## src/rtl/rx_stat_pkg.sv

```systemverilog
package rx_stat_pkg;
  localparam int STAT_W    = 8;
  localparam int STICKY_W  = 6;
  // positions fixed because software decodes them
  localparam int B_OVF     = 0;
  localparam int B_SYM     = 1;
  localparam int B_CHG     = 2;
  localparam int B_PAR     = 3;
  localparam int B_SHORT   = 4;
  localparam int B_HEC     = 5;
  localparam int B_LIVE    = 6;

  typedef logic [STICKY_W-1:0] sticky_t;
endpackage

```

## src/rtl/cell_gap_detector.sv

```systemverilog
module cell_gap_detector #(
  parameter int CELL_BYTES = 53
) (
  input  logic clk_i,
  input  logic rst_i,
  input  logic byte_vld_i,
  input  logic soc_i,
  output logic short_evt_o
);
  localparam int CNT_W = $clog2(CELL_BYTES + 1);
  localparam logic [CNT_W-1:0] LIMIT = CNT_W'(CELL_BYTES);
  localparam logic [CNT_W-1:0] ONE   = CNT_W'(1);

  logic [CNT_W-1:0] cnt_q;
  logic             primed_q;

  always_ff @(posedge clk_i) begin
    if (rst_i) begin
      cnt_q    <= '0;
      primed_q <= 1'b0;
    end else if (byte_vld_i) begin
      if (soc_i) begin
        cnt_q    <= ONE;
        primed_q <= 1'b1;
      end else if (cnt_q != LIMIT) begin
        cnt_q <= cnt_q + ONE;
      end
    end
  end

  assign short_evt_o = byte_vld_i & soc_i & primed_q & (cnt_q < LIMIT);


  cnt_sat_chk: assert property (@(posedge clk_i) disable iff (rst_i)
    cnt_q <= LIMIT);
endmodule

```

## src/rtl/level_change_detector.sv

```systemverilog
module level_change_detector (
  input  logic clk_i,
  input  logic level_i,
  output logic chg_evt_o
);
  logic prev_q;

  // captured in reset too, so a steady level never looks like a change
  always_ff @(posedge clk_i) begin
    prev_q <= level_i;
  end

  assign chg_evt_o = level_i ^ prev_q;
endmodule

```

## src/rtl/odd_parity_checker.sv

```systemverilog
module odd_parity_checker #(
  parameter int DATA_W = 8
) (
  input  logic              vld_i,
  input  logic              en_i,
  input  logic [DATA_W-1:0] data_i,
  input  logic              par_i,
  output logic              err_o
);
  logic ones_odd;
  assign ones_odd = ^{data_i, par_i};
  assign err_o    = vld_i & en_i & ~ones_odd;
endmodule

```

## src/rtl/sticky_status_bank.sv

```systemverilog
module sticky_status_bank
  import rx_stat_pkg::*;
(
  input  logic              clk_i,
  input  logic              rst_i,
  input  sticky_t           evt_i,
  input  logic              live_i,
  input  logic              rd_i,
  output logic [STAT_W-1:0] rd_data_o,
  output sticky_t           sticky_o,
  output logic              irq_o
);
  sticky_t sticky_q, sticky_nx;

  always_comb begin
    sticky_nx = (rd_i ? '0 : sticky_q) | evt_i;
  end

  always_ff @(posedge clk_i) begin
    if (rst_i) begin
      sticky_q  <= '0;
      irq_o     <= 1'b0;
      rd_data_o <= '0;
    end else begin
      sticky_q <= sticky_nx;
      irq_o    <= |sticky_nx;
      if (rd_i) rd_data_o <= {1'b0, live_i, sticky_q};
    end
  end

  assign sticky_o = sticky_q;


  hold_chk: assert property (@(posedge clk_i) disable iff (rst_i)
    !rd_i |=> ((sticky_q & $past(sticky_q)) == $past(sticky_q)));

  clear_chk: assert property (@(posedge clk_i) disable iff (rst_i)
    (rd_i && evt_i == '0) |=> (sticky_q == '0));

  irq_rise_chk: assert property (@(posedge clk_i) disable iff (rst_i)
    $rose(irq_o) |-> $past(evt_i != '0));

  rd_hold_chk: assert property (@(posedge clk_i) disable iff (rst_i)
    !$past(rd_i) |-> $stable(rd_data_o));
endmodule

```

## src/rtl/rx_status_irq_reg.sv

```systemverilog
module rx_status_irq_reg
  import rx_stat_pkg::*;
#(
  parameter int CELL_BYTES = 53,
  parameter int TX_W       = 8
) (
  input  logic              clk_i,
  input  logic              rst_i,
  input  logic              hec_err_i,
  input  logic              sym_err_i,
  input  logic              fifo_ovf_i,
  input  logic              sig_good_i,
  input  logic              rx_byte_vld_i,
  input  logic              rx_soc_i,
  input  logic              tx_byte_vld_i,
  input  logic [TX_W-1:0]   tx_data_i,
  input  logic              tx_par_i,
  input  logic              tx_par_chk_en_i,
  input  logic              rd_i,
  output logic [STAT_W-1:0] rd_data_o,
  output logic              irq_o
);
  logic    short_evt, chg_evt, par_evt;
  sticky_t evt, sticky;

  cell_gap_detector #(.CELL_BYTES(CELL_BYTES)) gap_i (
    .clk_i(clk_i), .rst_i(rst_i), .byte_vld_i(rx_byte_vld_i),
    .soc_i(rx_soc_i), .short_evt_o(short_evt));

  level_change_detector chg_i (
    .clk_i(clk_i), .level_i(sig_good_i), .chg_evt_o(chg_evt));

  odd_parity_checker #(.DATA_W(TX_W)) par_i (
    .vld_i(tx_byte_vld_i), .en_i(tx_par_chk_en_i), .data_i(tx_data_i),
    .par_i(tx_par_i), .err_o(par_evt));

  always_comb begin
    evt          = '0;
    evt[B_OVF]   = fifo_ovf_i;
    evt[B_SYM]   = sym_err_i;
    evt[B_CHG]   = chg_evt;
    evt[B_PAR]   = par_evt;
    evt[B_SHORT] = short_evt;
    evt[B_HEC]   = hec_err_i;
  end

  sticky_status_bank bank_i (
    .clk_i(clk_i), .rst_i(rst_i), .evt_i(evt), .live_i(sig_good_i),
    .rd_i(rd_i), .rd_data_o(rd_data_o), .sticky_o(sticky), .irq_o(irq_o));


  par_gate_chk: assert property (@(posedge clk_i) disable iff (rst_i)
    $rose(sticky[B_PAR]) |-> $past(tx_par_chk_en_i && tx_byte_vld_i));

  first_soc_chk: assert property (@(posedge clk_i) disable iff (rst_i)
    $rose(sticky[B_SHORT]) |-> $past(rx_soc_i && rx_byte_vld_i));
endmodule

```

## config.mk

```make
export PLATFORM = sky130hd
export DESIGN_NAME = rx_status_irq_reg
export DESIGN_NICKNAME = d
export VERILOG_FILES = /design/src/rtl/rx_stat_pkg.sv /design/src/rtl/cell_gap_detector.sv /design/src/rtl/level_change_detector.sv /design/src/rtl/odd_parity_checker.sv /design/src/rtl/sticky_status_bank.sv /design/src/rtl/rx_status_irq_reg.sv
export SDC_FILE = /design/constraint.sdc
export NUM_CORES = 1
export LEC_CHECK = 0
export BUFFER_PORTS_ARGS = -buffer_cell sky130_fd_sc_hd__buf_2
export CORE_UTILIZATION = 45
export CTS_CLUSTER_SIZE = 14
export DETAILED_ROUTE_END_ITERATION = 8
export PLACE_DENSITY = 0.7
export SKIP_LAST_GASP = 1
export SLEW_MARGIN = 5
export SYNTH_ARGS = -nofsm -noshare
export SYNTH_HDL_FRONTEND = slang
export SYNTH_HIERARCHICAL = 1
export SYNTH_SLANG_ARGS = --single-unit
```

## constraint.sdc

```tcl
create_clock -name clk_i -period 1.65 [get_ports clk_i]
set_input_delay 0 -clock clk_i [delete_from_list [all_inputs] [get_ports clk_i]]
set_output_delay 0 -clock clk_i [all_outputs]
set_load 0.01 [all_outputs]
```

==> reports/summary.log, run 1 <==
INFO  routing        route.layer.met1.wl=874um
INFO  placed_design  detailedPlacementHpwl=1545um
INFO  synth          post_synth_main_area_contributors=dfxtp_1 (42%), mux2i_1 (6.7%), nor2_1 (6.1%)
INFO  critical_path  timing.reg2reg.worst_path_depth=5
INFO  routing        detailedRoute.firstIterationViolations=12
INFO  cts            ctsRootBufferMaster=clkbuf_4
INFO  cts            cts.clk_slew.worst_paths=0.12ns
INFO  grt            global_route_wire_length_before_repair=3657um
INFO  floorplanning  die_height=50.21um
INFO  critical_path  r2r-start=gap_i/cnt_q[1]
INFO  routing        wl_met2=1160um
INFO  synth          synth_async_sr_flop_share=0
INFO  grt            number_of_global_route_vias_before_repair=897
INFO  finish         post_route_cells_drive_above_1_share=0.2624
INFO  timing         grt_setup_unrepaired=no
INFO  critical_path  critical_path.startpoint_type=register
INFO  floorplanning  floorplan.die.width=50.21um
INFO  synth          post-synth-top-area-fraction=0.4211
INFO  routing        met3_wl=64um
INFO  routing        drc=0
INFO  synth          synth_area=1046squm
INFO  placed_design  gp_congestion=0.7993
INFO  synth          synth-seq-cells=22
INFO  worst_hold_path min-delay-path-class=primary input to register
INFO  critical_path  worst_ep_arrival_time=1.72ns
INFO  routing        detail-route-antenna-nets=0
INFO  routing        vias_per_cell=5.266
INFO  routing        totalWireLength=2099um
INFO  finish         most-common-layout-cells=buf_2 (27), dfxtp_1 (22), nor2_1 (17)
INFO  timing         max_clock_freq=0.6781GHz
INFO  finish         areaGrowthSynthToFinish=22.13%
INFO  synth          yosys_most_used_dff=dfxtp_1
INFO  run_status     status=finished, final reports clean
INFO  finish         diodes=0
INFO  synth          synthDistinctLibCells=37
INFO  finish         final_common_cell=buf_2
INFO  routing        post_drt_wl_per_cell=12.42um
INFO  grt            grt_start_max_net_pins=23
INFO  cts            h-tree-depth=1
INFO  grt            track_usage=0.1919
INFO  floorplanning  floorplan.initialDensity=0.4774
INFO  synth          synth_top_cell_by_area=dfxtp_1
INFO  floorplanning  coreArea=2191squm
INFO  cts            post_cts_resize_count=0
INFO  grt            initial_antenna_violation_count=0
INFO  cts            cts.repair_timing.setup_buffer_count=0
INFO  floorplanning  rows=17
INFO  cts            cts_inserted_buffers=3
INFO  synth          share_of_synthesized_area_occupied_by_flip_flops_and_latches=0.4211
INFO  power_and_ir_drop power_density=900.2nW/um^2
INFO  cts            clock_tree.buffer_depth=2
INFO  power_and_ir_drop power_leakage=0.5977nW
INFO  finish         postLayoutCellArea=1277squm
INFO  timing         final.min_clock_period=1.475ns
INFO  cts            clk_sinks=22
INFO  critical_path  timing.critical_path.fanout_max=6
INFO  worst_hold_path hold_path.startpoint=rx_soc_i
INFO  finish         final_core_utilization=0.5831
INFO  routing        route.top_layer_used=met3
INFO  critical_path  timing.critical_path.from=gap_i/cnt_q[1]
INFO  power_and_ir_drop total_power=1.150mW
INFO  synth          yosysWarningCount=6
INFO  cts            cts_tree=done
INFO  timing         skew=0.004849ns
INFO  critical_path  end_kind=register
INFO  timing         finalMaxSlewViolations=0
INFO  synth          syn-instance-count=111
INFO  critical_path  cp.required=1.90ns
INFO  run            drv_cap=0
INFO  synth          synth_edf_count=0
INFO  placed_design  io_buffers=27
INFO  power_and_ir_drop max-vdd-ir-drop=798.3uV
INFO  floorplanning  die_area=2521squm
INFO  placed_design  placed_area=1185squm
INFO  timing         timing.final.setup_violations=0
INFO  critical_path  worstSetupPathType=register to register
INFO  worst_hold_path timing.hold.worst_path_depth=3
INFO  routing        dr_total_vias=890
INFO  timing         setup_tns=0ns
INFO  cts            clk_latency=0.31ns
INFO  grt            overflow=0
INFO  synth          postSynthAreaPerCell=9.423squm
INFO  finish         final_net_count=165
INFO  synth          synth_fp_nets=134
INFO  timing         finalCritPeriodShare=0.8937
INFO  cts            post_cts_hold_buffer_count=4
INFO  floorplanning  ios=29
INFO  timing         hold_violations=0
INFO  routing        drt-pass1-iter-count=4
routing by layer:
layer | GRT usage | vias to the layer above
met5 | 0 | -
met4 | 0.05238 | 0
met3 | 0.05455 | 0
met2 | 0.3689 | 18
met1 | 0.1977 | 420
li1 | - | 452
through the flow:
step | setup slack (ns) | cells | hold slack (ns)
final | 0.1753 | 169 | 0.03758
after global routing | 0.02989 | 169 | 0.04726
after CTS | 0.1764 | 169 | 0.03012
after detailed placement | 0.1298 | 161 | 0.1472
after global placement | 0.1596 | 161 | 0.1400
after floorplan | 0.3225 | 111 | 0.02772
cell usage after synthesis, drive strengths merged, types with 2 or more instances:
master	count
dfxtp	22
nor2	17
a21oi	9
mux2i	7
inv	6
a31oi	4
buf	4
nand2	4
ha	3
nand3	3
o21ai	3
a32o	2
nand2b	2
o31ai	2
or4	2
xnor2	2
xnor3	2
xor2	2
worst paths after layout:
check              endpoint  slack [ns]
min          gap_i/primed_q        0.04
min reg2reg  gap_i/primed_q        0.49
max          gap_i/cnt_q[3]        0.18
max reg2reg  gap_i/cnt_q[3]        0.18
where the power goes:
group          switching, mW  internal (mW)  leakage (nW)
sequential            0.0175          0.556         0.181
combinational         0.0773         0.0893         0.389
clock                  0.164          0.246        0.0279
worst max-delay path, stage by stage (launching register included):
cell and delay [ns]:
dfxtp_1 0.44, inv_1 0.09, ha_1 0.18, nand3_1 0.12, or4b_1 0.44, a21oi_1 0.14
sequential cells by signal, indices dropped and copies added, names as in the netlist:
signal and cells:
bank_i/rd_data_o 7, bank_i/sticky_o 6, gap_i/cnt_q 6, bank_i/irq_o 1
chg_i/prev_q 1, gap_i/primed_q 1
kinds of logic after synthesis:
logic type,count (synthesis),synth area share
compound gates,24,0.1531
flops,22,0.4211
simple gates,36,0.1770
fa+ha+maj,3,0.03589
mux,8,0.08134
other cells,1,0.003585
buf+inv,11,0.05142
xor+xnor,6,0.07656
cell type report:
| cell class | instances | area [sq um] |
|---|---|---|
| fill | 197 | 913.4 |
| multi-input combinational | 78 | 551.8 |
| sequential | 22 | 440.4 |
| timing repair buffer | 31 | 175.2 |
| tap | 28 | 35.03 |
| clock inverter | 1 | 30.03 |
| clock buffer | 3 | 22.52 |
| inverter | 6 | 22.52 |
Note: power is estimated with default switching activity, not from simulation.
==> run 2: changes to the inputs <==
Settings changed: ABC_AREA set to 1, ABC_CLOCK_PERIOD_IN_PS set to 1650, PLACE_DENSITY 0.7 to 0.69.
==> run 2 against run 1 <==
  * Via count up 22%
  * Utilization up 2.7 points
  * Register-to-register slack better by 0.11 ns
  * Critical endpoint is now bank_i/irq_o
  * Largest power group unchanged
  * Total power up 1.8%
  * Clock power up 1%
  * Hold slack worse by 0.031 ns
  * Sequential power about the same
  * First-iteration DRC count up 17%
  * Die area up 8.5%
==> reports/summary.log, run 2 <==
INFO  run_status     status=finished, final reports clean [unchanged]
INFO  cts            h-tree-depth=1 [unchanged]
INFO  synth          post_synth_main_area_contributors=dfxtp_1 (39%), nand2_1 (10%), nor2_1 (8.2%) [was dfxtp_1 (42%), mux2i_1 (6.7%), nor2_1 (6.1%)]
INFO  synth          synth_async_sr_flop_share=0 [unchanged]
INFO  timing         skew=0.009121ns [was 0.004849 ns]
INFO  critical_path  r2r-start=gap_i/cnt_q[0] [was gap_i/cnt_q[1]]
INFO  synth          syn-instance-count=165 [was 111]
INFO  synth          synth_top_family_by_area=simple AND/OR/NAND/NOR gates [unchanged]
INFO  critical_path  cp.required=1.89ns [was 1.90 ns]
INFO  synth          synth-seq-cells=22 [unchanged]
INFO  routing        drc=0 [unchanged]
INFO  grt            grt_start_max_net_pins=14 [was 23]
INFO  floorplanning  floorplan.initialDensity=0.4956 [was 0.4774]
INFO  grt            overflow=0 [unchanged]
INFO  finish         postLayoutCellArea=1403squm [was 1277 sq um]
INFO  power_and_ir_drop comb_power_share=0.154 [was 0.145]
INFO  floorplanning  die_area=2735squm [was 2521 sq um]
INFO  grt            number_of_global_route_vias_before_repair=1008 [was 897]
INFO  synth          synthDistinctLibCells=25 [was 37]
INFO  power_and_ir_drop clock_power_share=0.356 [about the same]
INFO  power_and_ir_drop switching_part_of_the_total_power=0.2435 [was 0.2251]
INFO  cts            cts_tree=done [unchanged]
INFO  timing         setup_tns=0ns [unchanged]
INFO  critical_path  timing.critical_path.fanout_max=5 [was 6]
INFO  synth          yosysMostFrequentCell=nand2_1 [was dfxtp_1]
INFO  finish         top_register=bank_i/rd_data_o [unchanged]
INFO  routing        vias_per_cell=4.746 [was 5.266]
INFO  worst_hold_path timing.hold.worst_path_depth=2 [was 3]
INFO  synth          postSynthAreaPerCell=6.901squm [was 9.423 sq um]
INFO  finish         post_route_cells_drive_above_1_share=0.2500 [was 0.2624]
INFO  finish         diodes=0 [unchanged]
INFO  finish         final_net_count=224 [was 165]
INFO  run            drv_cap=0 [unchanged]
INFO  worst_hold_path hold_path.startpoint=rst_i [was rx_soc_i]
INFO  timing         max_clock_freq=0.7329GHz [was 0.6781 GHz]
INFO  critical_path  worst_ep_arrival_time=1.60ns [was 1.72 ns]
INFO  synth          synth_area=1139squm [was 1046 sq um]
INFO  synth          yosys_most_used_dff=dfxtp_1 [unchanged]
INFO  placed_design  detailedPlacementHpwl=1680um [was 1545 um]
INFO  synth          synth_edf_count=0 [unchanged]
INFO  cts            ctsRootBufferMaster=clkbuf_4 [unchanged]
INFO  power_and_ir_drop power_leakage=0.6965nW [was 0.5977 nW]
INFO  synth          synth_fp_nets=188 [was 134]
INFO  worst_hold_path whs_endpoint=bank_i/sticky_o[0] [was gap_i/primed_q]
INFO  finish         final_core_utilization=0.6106 [was 0.5831]
INFO  synth          synth_top_cell_by_area=dfxtp_1 [unchanged]
INFO  critical_path  end_kind=register [unchanged]
INFO  grt            global_route_wire_length_before_repair=3843um [was 3657 um]
INFO  routing        detail-route-antenna-nets=0 [unchanged]
INFO  timing         timing.final.setup_violations=0 [unchanged]
INFO  synth          synth-compound-area-share=0.1165 [was 0.1531]
INFO  routing        detailedRoute.firstIterationViolations=14 [was 12]
INFO  placed_design  io_buffers=27 [unchanged]
INFO  floorplanning  die_height=52.30um [was 50.21 um]
INFO  timing         finalCritPeriodShare=0.8270 [was 0.8937]
INFO  timing         grt_setup_unrepaired=no [unchanged]
INFO  worst_hold_path min-delay-path-class=primary input to register [unchanged]
INFO  floorplanning  rows=17 [unchanged]
INFO  power_and_ir_drop switching_power=0.2850mW [was 0.2589 mW]
INFO  grt            initial_antenna_violation_count=0 [unchanged]
INFO  cts            clk_latency=0.32ns [was 0.31 ns]
INFO  finish         areaGrowthSynthToFinish=23.19% [was 22.13%]
INFO  synth          yosysWarningCount=6 [unchanged]
INFO  synth          synth_commonest_cells=nand2_1 (31), nor2_1 (25), dfxtp_1 (22), inv_1 (22), a21oi_1 (13) [was dfxtp_1 (22), nor2_1 (17), a21oi_1 (9)]
INFO  finish         flip_flop_count_of_the_largest_register_all_copies_and_words_added=7 [unchanged]
INFO  synth          yosys-mux-area-fraction=0 [was 0.08134]
INFO  grt            track_usage=0.1873 [was 0.1919]
INFO  synth          synth_simple_gate_area_frac=0.3220 [was 0.1770]
INFO  power_and_ir_drop cellInternalPower=0.8853mW [was 0.8911 mW]
INFO  synth          synth_adder_area_share=0.03297 [was 0.03589]
INFO  synth          synth_xor_xnor_area_share=0.02967 [was 0.07656]
INFO  floorplanning  ios=29 [unchanged]
INFO  routing        drt-pass1-iter-count=4 [unchanged]
INFO  cts            clk_sinks=22 [unchanged]
INFO  synth          post-synth-top-area-fraction=0.3868 [was 0.4211]
INFO  routing        post_drt_wl_per_cell=9.404um [was 12.42 um]
INFO  placed_design  gp_congestion=0.7876 [was 0.7993]
INFO  critical_path  worstSetupPathType=register to register [unchanged]
INFO  power_and_ir_drop share_seq_of_total_power=0.490 [was 0.499]
INFO  floorplanning  coreArea=2297squm [was 2191 sq um]
INFO  finish         final_common_cell=nand2_1 [was buf_2]
INFO  timing         final.min_clock_period=1.364ns [was 1.475 ns]
INFO  critical_path  timing.reg2reg.worst_path_depth=10 [was 5]
INFO  power_and_ir_drop power_density=834.4nW/um^2 [was 900.2 nW/um^2]
INFO  floorplanning  floorplan.die.width=52.30um [was 50.21 um]
INFO  cts            clock_tree.buffer_depth=2 [unchanged]
INFO  cts            post_cts_resize_count=0 [unchanged]
INFO  power_and_ir_drop max-vdd-ir-drop=868.2uV [was 798.3 uV]
INFO  critical_path  timing.rr.end=bank_i/irq_o [was gap_i/cnt_q[3]]
INFO  cts            cts.clk_slew.worst_paths=0.13ns [was 0.12 ns]
INFO  routing        dr_total_vias=1082 [was 890]
INFO  synth          share_of_synthesized_area_occupied_by_flip_flops_and_latches=0.3868 [was 0.4211]
INFO  critical_path  regToRegSetupSlack=0.29ns [was 0.18 ns]
INFO  cts            cts_inserted_buffers=3 [unchanged]
INFO  timing         finalMaxSlewViolations=0 [unchanged]
INFO  timing         hold_violations=0 [unchanged]
INFO  finish         most-common-layout-cells=nand2_1 (31), buf_2 (27), nor2_1 (25) [was buf_2 (27), dfxtp_1 (22), nor2_1 (17)]
INFO  routing        totalWireLength=2144um [was 2099 um]
INFO  critical_path  critical_path.startpoint_type=register [unchanged]
INFO  finish         n_fill_cell=228 [was 197]
INFO  placed_design  placed_area=1290squm [was 1185 sq um]
[run 2: cell count changes after synthesis, moves of 3 or more]
| cell | change |
|---|---|
| a21oi_1 | +4 |
| a31oi_1 | -4 |
| inv_1 | +17 |
| inv_2 | +4 |
| mux2i_1 | -7 |
| nand2_1 | +27 |
| nand2_2 | +6 |
| nand3_1 | +3 |
| nor2_1 | +8 |
| nor2_2 | +4 |
| o21ai_0 | +5 |
| o21ai_1 | +4 |
[run 2: timing repair]
action	4_1_cts	5_1_grt
setup buffers	0	0
hold endpoints to repair	7	0
hold buffers	6	0
[run 2: power groups by stage]
stage	clock network (mW)	registers [mW]	logic, mW
6_report	0.416	0.574	0.180
5_1_grt	0.443	0.577	0.209
4_1_cts	0.426	0.574	0.182
3_5_place_dp	0	0.586	0.171
3_3_place_gp	0	0.584	0.166
2_1_floorplan	0	0.590	0.106
[run 2: how the worst max path moves through the flow]
stage                    to  depth (start not counted)            from
2_1_floorplan  bank_i/irq_o                         10  gap_i/cnt_q[0]
3_3_place_gp   bank_i/irq_o                         10  gap_i/cnt_q[0]
3_5_place_dp   bank_i/irq_o                         10  gap_i/cnt_q[0]
4_1_cts        bank_i/irq_o                         10  gap_i/cnt_q[0]
5_1_grt        bank_i/irq_o                         10  gap_i/cnt_q[0]
6_report       bank_i/irq_o                         10  gap_i/cnt_q[0]
[run 2: final cells by class]
type,count,area [sq um],area share
timing repair buffer,33,195.2,0.1392
clock inverter,1,30.03,0.02141
multi-input combinational,113,574.3,0.4095
clock buffer,3,22.52,0.01606
tap,28,35.03,0.02498
inverter,28,105.1,0.07493
sequential,22,440.4,0.3140
[run 2: worst max-delay path: stages (launching register included)]
cell      delay (ns)
dfxtp_1         0.42
inv_1           0.08
ha_1            0.19
o21ai_1         0.13
a211oi_1        0.08
inv_1           0.07
nand2_1         0.06
nor2_2          0.10
nand3_1         0.07
nand2_1         0.06
inv_1           0.03
[run 2: kinds of logic after synthesis]
| logic type | Yosys count |
|---|---|
| fa+ha+maj | 3 |
| xor+xnor | 3 |
| flops | 22 |
| compound gates | 26 |
| other cells | 1 |
| simple gates | 80 |
| buf+inv | 30 |
[run 2: metrics by stage]
stage | power [mW] | hold slack (ns) | worst slack, ns | instances
after floorplan | 0.6960 | 0.02772 | 0.3862 | 165
after global placement | 0.7501 | 0.1494 | 0.3409 | 218
after detailed placement | 0.7565 | 0.1545 | 0.2820 | 218
after CTS | 1.183 | 0.008156 | 0.2691 | 228
after global routing | 1.228 | 0.01134 | 0.1315 | 228
final | 1.170 | 0.006562 | 0.2855 | 228
[run 2: metal layers]
layer,share of wire,track usage,vias to the layer above,wire (um)
met5,0,0,-,0
met4,0.014,0.05702,0,29
met3,0.044,0.06087,5,94
met2,0.52,0.3650,22,1115
met1,0.42,0.1820,478,904
li1,-,-,577,-
